[src/rtl/udc_pkg.sv]
package udc_pkg;
   typedef enum logic [2:0] {
      OP_HOLD  = 3'd0,
      OP_INC   = 3'd1,
      OP_DEC   = 3'd2,
      OP_LOAD  = 3'd3,
      OP_CLEAR = 3'd4
   } udc_op_e;
endpackage

[src/rtl/udc_sync.sv]
module udc_sync #(
   parameter int          NBITS   = 4,
   parameter int          STAGES  = 2,
   parameter logic [NBITS-1:0] RST_VAL = '1
) (
   input  logic             clk,
   input  logic             arst_n,
   input  logic [NBITS-1:0] d_async,
   output logic [NBITS-1:0] d_sync
);
   if (STAGES < 2) begin : g_bad_stages
      $error("udc_sync: STAGES must be at least 2");
   end

   for (genvar b = 0; b < NBITS; b++) begin : g_bit
      logic [STAGES-1:0] chain;
      always_ff @(posedge clk or negedge arst_n) begin
         if (!arst_n) begin
            chain <= {STAGES{RST_VAL[b]}};
         end else begin
            chain <= {chain[STAGES-2:0], d_async[b]};
         end
      end
      assign d_sync[b] = chain[STAGES-1];
   end
endmodule

[src/rtl/udc_edge.sv]
module udc_edge #(
   parameter int NBITS = 2
) (
   input  logic             clk,
   input  logic             arst_n,
   input  logic [NBITS-1:0] lvl,
   output logic [NBITS-1:0] rise
);
   logic [NBITS-1:0] prev;

   always_ff @(posedge clk or negedge arst_n) begin
      if (!arst_n) begin
         prev <= '1;
      end else begin
         prev <= lvl;
      end
   end

   for (genvar b = 0; b < NBITS; b++) begin : g_rise
      assign rise[b] = lvl[b] & ~prev[b];
   end
endmodule

[src/rtl/udc_decode.sv]
module udc_decode
   import udc_pkg::*;
(
   input  logic    clr_lvl,
   input  logic    load_n_lvl,
   input  logic    up_lvl,
   input  logic    dn_lvl,
   input  logic    up_rise,
   input  logic    dn_rise,
   output udc_op_e op
);
   logic up_ok;
   logic dn_ok;

   assign up_ok = up_rise & ~dn_rise & dn_lvl;
   assign dn_ok = dn_rise & ~up_rise & up_lvl;

   always_comb begin
      if (clr_lvl) begin
         op = OP_CLEAR;
      end else if (!load_n_lvl) begin
         op = OP_LOAD;
      end else if (up_ok) begin
         op = OP_INC;
      end else if (dn_ok) begin
         op = OP_DEC;
      end else begin
         op = OP_HOLD;
      end
   end
endmodule

[src/rtl/udc_core.sv]
module udc_core
   import udc_pkg::*;
#(
   parameter int WIDTH = 4
) (
   input  logic             clk,
   input  logic             arst_n,
   input  udc_op_e          op,
   input  logic [WIDTH-1:0] din,
   input  logic             up_lvl,
   input  logic             dn_lvl,
   output logic [WIDTH-1:0] q,
   output logic             carry_n,
   output logic             borrow_n
);
   localparam logic [WIDTH-1:0] CNT_MAX  = '1;
   localparam logic [WIDTH-1:0] CNT_ZERO = '0;
   localparam logic [WIDTH-1:0] CNT_ONE  = WIDTH'(1);

   logic [WIDTH-1:0] cnt_q;
   logic [WIDTH-1:0] cnt_d;

   always_comb begin
      unique case (op)
         OP_CLEAR: cnt_d = CNT_ZERO;
         OP_LOAD:  cnt_d = din;
         OP_INC:   cnt_d = cnt_q + CNT_ONE;
         OP_DEC:   cnt_d = cnt_q - CNT_ONE;
         default:  cnt_d = cnt_q;
      endcase
   end

   always_ff @(posedge clk or negedge arst_n) begin
      if (!arst_n) begin
         cnt_q <= CNT_ZERO;
      end else begin
         cnt_q <= cnt_d;
      end
   end

   assign q        = cnt_q;
   assign carry_n  = ~((cnt_q == CNT_MAX) & ~up_lvl);
   assign borrow_n = ~((cnt_q == CNT_ZERO) & ~dn_lvl);
endmodule

[src/rtl/udc_dual_clk_counter.sv]
module udc_dual_clk_counter
   import udc_pkg::*;
#(
   parameter int WIDTH       = 4,
   parameter int SYNC_STAGES = 2
) (
   input  logic             clk,
   input  logic             arst_n,
   input  logic             clr,
   input  logic             load_n,
   input  logic [WIDTH-1:0] din,
   input  logic             up_in,
   input  logic             dn_in,
   output logic [WIDTH-1:0] q,
   output logic             carry_n,
   output logic             borrow_n
);
   localparam int NCTL = 4;
   localparam logic [NCTL-1:0] CTL_RST = 4'b1111;

   if (WIDTH < 1) begin : g_bad_width
      $error("udc_dual_clk_counter: WIDTH must be at least 1");
   end

   logic [NCTL-1:0] ctl_raw;
   logic [NCTL-1:0] ctl_lvl;
   logic            clr_lvl;
   logic            load_n_lvl;
   logic            up_lvl;
   logic            dn_lvl;
   logic [1:0]      rise;
   udc_op_e         op;

   assign ctl_raw = {clr, load_n, up_in, dn_in};

   udc_sync #(
      .NBITS  (NCTL),
      .STAGES (SYNC_STAGES),
      .RST_VAL(CTL_RST)
   ) u_sync (
      .clk    (clk),
      .arst_n (arst_n),
      .d_async(ctl_raw),
      .d_sync (ctl_lvl)
   );

   assign {clr_lvl, load_n_lvl, up_lvl, dn_lvl} = ctl_lvl;

   udc_edge #(.NBITS(2)) u_edge (
      .clk   (clk),
      .arst_n(arst_n),
      .lvl   ({up_lvl, dn_lvl}),
      .rise  (rise)
   );

   udc_decode u_dec (
      .clr_lvl   (clr_lvl),
      .load_n_lvl(load_n_lvl),
      .up_lvl    (up_lvl),
      .dn_lvl    (dn_lvl),
      .up_rise   (rise[1]),
      .dn_rise   (rise[0]),
      .op        (op)
   );

   udc_core #(.WIDTH(WIDTH)) u_core (
      .clk     (clk),
      .arst_n  (arst_n),
      .op      (op),
      .din     (din),
      .up_lvl  (up_lvl),
      .dn_lvl  (dn_lvl),
      .q       (q),
      .carry_n (carry_n),
      .borrow_n(borrow_n)
   );
endmodule

[config.mk]
export PLATFORM = sky130hd
export DESIGN_NAME = udc_dual_clk_counter
export DESIGN_NICKNAME = d
export VERILOG_FILES = /design/src/rtl/udc_pkg.sv /design/src/rtl/udc_sync.sv /design/src/rtl/udc_edge.sv /design/src/rtl/udc_decode.sv /design/src/rtl/udc_core.sv /design/src/rtl/udc_dual_clk_counter.sv
export SDC_FILE = /design/constraint.sdc
export NUM_CORES = 1
export LEC_CHECK = 0
export BUFFER_PORTS_ARGS = -buffer_cell sky130_fd_sc_hd__buf_2
export CORE_AREA = 4 4 41 43
export DETAILED_ROUTE_END_ITERATION = 10
export DIE_AREA = 0 0 45 47
export GPL_TIMING_DRIVEN = 0
export PLACE_DENSITY = 0.79
export SLEW_MARGIN = 5
export SYNTH_ARGS = -nofsm -noshare
export SYNTH_HDL_FRONTEND = slang
export SYNTH_SLANG_ARGS = --single-unit
[constraint.sdc]
create_clock -name clk -period 6.8 [get_ports clk]
set_clock_uncertainty 0.15 [all_clocks]
set_input_delay 0.34 -clock clk [delete_from_list [all_inputs] [get_ports clk]]
set_output_delay 0.34 -clock clk [all_outputs]
set_load 0.005 [all_outputs]
==> run summary <==
Synth Area in XOR/XNOR: 2.67%
global route overflow: 0
routed wire length per instance: 14.2 microns
Syn Nets: 69
Setup crit end kind: register
largest net degree at the start of global routing: 15
Post-Synth Adder-Cell Area: 6.87%
setup_tns: 0 ns
post-synthesis sequential element count: 14
Critical Path Source Type: register
sequential share of the synthesized area: 55.3%
mux share of post-synthesis cell area: 0%
# Post-CTS Setup Buffers: 0
DP Cell Count: 86
RSZ-0062 raised after global routing: false
dominant cell type by area after synthesis: dfstp_2
Total GRT Usage: 15.8%
DR vias/cell: 5.56
Hold Crit Depth: 0
Final Power: 0.000174 W
worst reg2reg path depth: 8
I/O pin count: 16
maximum clock frequency: 0.403 GHz
run status: finished clean
Max Cap Viol: 0
Pleak: 0.369 nW
detailed-route DRC error count: 0
area grow syn2layout: 27.5%
DRT Wirelength: 1350 microns
Warnings, synthesis: 0
crit-path cells: buf_2, nand4b_1, nor2_1, ha_1, a21oi_1, a211oi_2, nor3_1, and3b_1
initial antenna violation count: 0
CTS Hold Buffers Added: 5
Tcrit/Tclk final: 36.5%
GP Congestion: 0.777
largest family of logic cells by synthesized area: simple AND/OR/NAND/NOR gates
CTS tree: yes
Post-layout nets: 94
layout cells sized above 1: 41.3%
final non-filler cell total: 95
Crit path required time: 6.82 ns
CTS buffer count: 3
first-pass GRT wire length: 2370 microns
n_diodes: 0
DRT Pass-1 Iters: 4
Die H: 47 microns
Data arrival, critical path: 2.50 ns
critical path type: register to register
Die W: 45 microns
Stages on worst setup path: 8
Hold Fails Final Rpt: 0
post-layout min period: 2.48 ns
setup ws final: 4.32 ns
Power Density: 208 nW/um^2
Vias: 528
Synth Area in Simple Gates: 19.3%
Max VDD drop: 110 uV
mapped cell area: 656 sq um
Compound-Gate Fraction of Synth Area: 15.1%
final core occ: 64.2%
vias in the first global route: 546
Initial Util: 50.4%
die area: 2120 sq um
I/O Buffers: 15
synth top area cells: dfstp_2 (40%), dfrtp_1 (15%), ha_1 (3.8%)
Slew headroom: 79.0%
DP HPWL: 941 microns
syn_area_per_cell: 11.7 sq um
Hold Crit Class: register to register
fill cell count: 118
Top delay family on crit path: simple AND/OR/NAND/NOR gates
CTS-repair resized insts: 0
CP max-delay cell: dfstp_2
CTS sink cnt: 14
Syn Inst Count: 56
post-route ant nets: 0
Worst Path Buf+Inv: 1
Longest Clk Path Bufs: 2
htree depth: 1
Largest stage delay, worst path: 0.53 ns
endpoints failing setup: 0
share of the synthesized area in the top cell type: 40.1%
core area: 1300 sq um
dpl ws: 4.37 ns
CTS clk-pin slew, worst paths: 0.08 ns
crit path max fanout: 10
Worst-Margin Slew: 0.316 ns
post-synth cell types: 25
Core Rows: 13
worst skew pair latency: 0.27 ns
CTS root buffer: clkbuf_4
drt first-iter violations: 7
fin. max-slew vios: 0
[area by class of cell]
cell class              instances  area (sq um)  area share [%]
clock buffers                   4          36.3            4.34
flip-flops and latches         14           363            43.4
multi-input cells              41           288            34.4
plain buffers                   1          5.00           0.599
well taps                      15          18.8            2.25
repair buffers                 20           125            15.0
[cell families (layout without fill, tap and decap cells)]
logic type | after synthesis | after routing
simple gates | 22 | 22
compound gates | 14 | 14
flops | 14 | 14
fa+ha+maj | 3 | 3
xor+xnor | 2 | 2
buf+inv | 1 | 25
[metrics by stage]
stage,hold slack (ns),instance area (sq um)
floorplan,-0.106,656
CTS,0.209,836
global placement,0.0852,749
global route,0.213,836
finish,0.208,836
detailed placement,0.0946,749
[placed cells by master, fill, tap and decap left out, drive strengths merged]
cell type / count
buf: 16
dfrtp: 4
nor2b: 4
nor3: 2
a31oi: 3
nor3b: 1
xor2: 1
nand2b: 1
a221oi: 1
clkbuf: 4
a21oi: 3
o22ai: 2
nor2: 4
dlygate4sd3: 5
nand2: 3
and3b: 1
a211oi: 1
a21o: 1
dfstp: 10
xnor2: 1
fa: 1
nand4b: 1
nand3: 4
o21ai: 2
ha: 2
and4b: 1
o21bai: 1
[report_power, final]
| part | internal, W | total, W | leakage [nW] | switching (W) |
|---|---|---|---|---|
| sequential | 0.0000901 | 0.0000951 | 0.159 | 0.00000498 |
| clock | 0.0000325 | 0.0000588 | 0.0210 | 0.0000263 |
| combinational | 0.0000104 | 0.0000198 | 0.190 | 0.00000938 |
[layer usage]
metal / global-route usage [%] / share of wire, %
met5: 0 / 0
met4: 7.02 / 0.45
met3: 3.83 / 5.4
met2: 26.8 / 48
met1: 19.2 / 46
[sequential cells by signal, indices dropped and copies added (netlist names)]
signal              count
u_sync.g_bit.chain      8
u_core.q                4
u_edge.prev             2
[final timing paths]
check                                    startpoint                        to  slack [ns]
max                        u_sync.g_bit[2].chain[1]               u_core.q[3]        4.32
min                        u_sync.g_bit[0].chain[0]  u_sync.g_bit[0].chain[1]        0.21
max reg2reg                u_sync.g_bit[2].chain[1]               u_core.q[3]        4.32
min reg2reg                u_sync.g_bit[0].chain[0]  u_sync.g_bit[0].chain[1]        0.21
max in group asynchronous                    arst_n  u_sync.g_bit[0].chain[1]        5.90
min in group asynchronous                    arst_n               u_core.q[0]        0.32
[worst reg2reg max path, cell delays in order (launching register included)]
cell and delay, ns:
dfstp_2 0.53, buf_2 0.20, nand4b_1 0.16, nor2_1 0.26
ha_1 0.34, a21oi_1 0.20, a211oi_2 0.11, nor3_1 0.22
and3b_1 0.20
[synthesized netlist by cell type, drive strengths merged]
cell / n
xor2: 1
and3b: 1
o21ai: 2
and4b: 1
nor3: 2
dfrtp: 4
a31oi: 3
nand2: 3
a221oi: 1
o21bai: 1
buf: 1
xnor2: 1
a21o: 1
o22ai: 2
nor2b: 4
nand3: 4
a21oi: 3
nand4b: 1
nor2: 4
ha: 2
dfstp: 10
nand2b: 1
nor3b: 1
a211oi: 1
fa: 1
(Power assumes the default switching activity.)
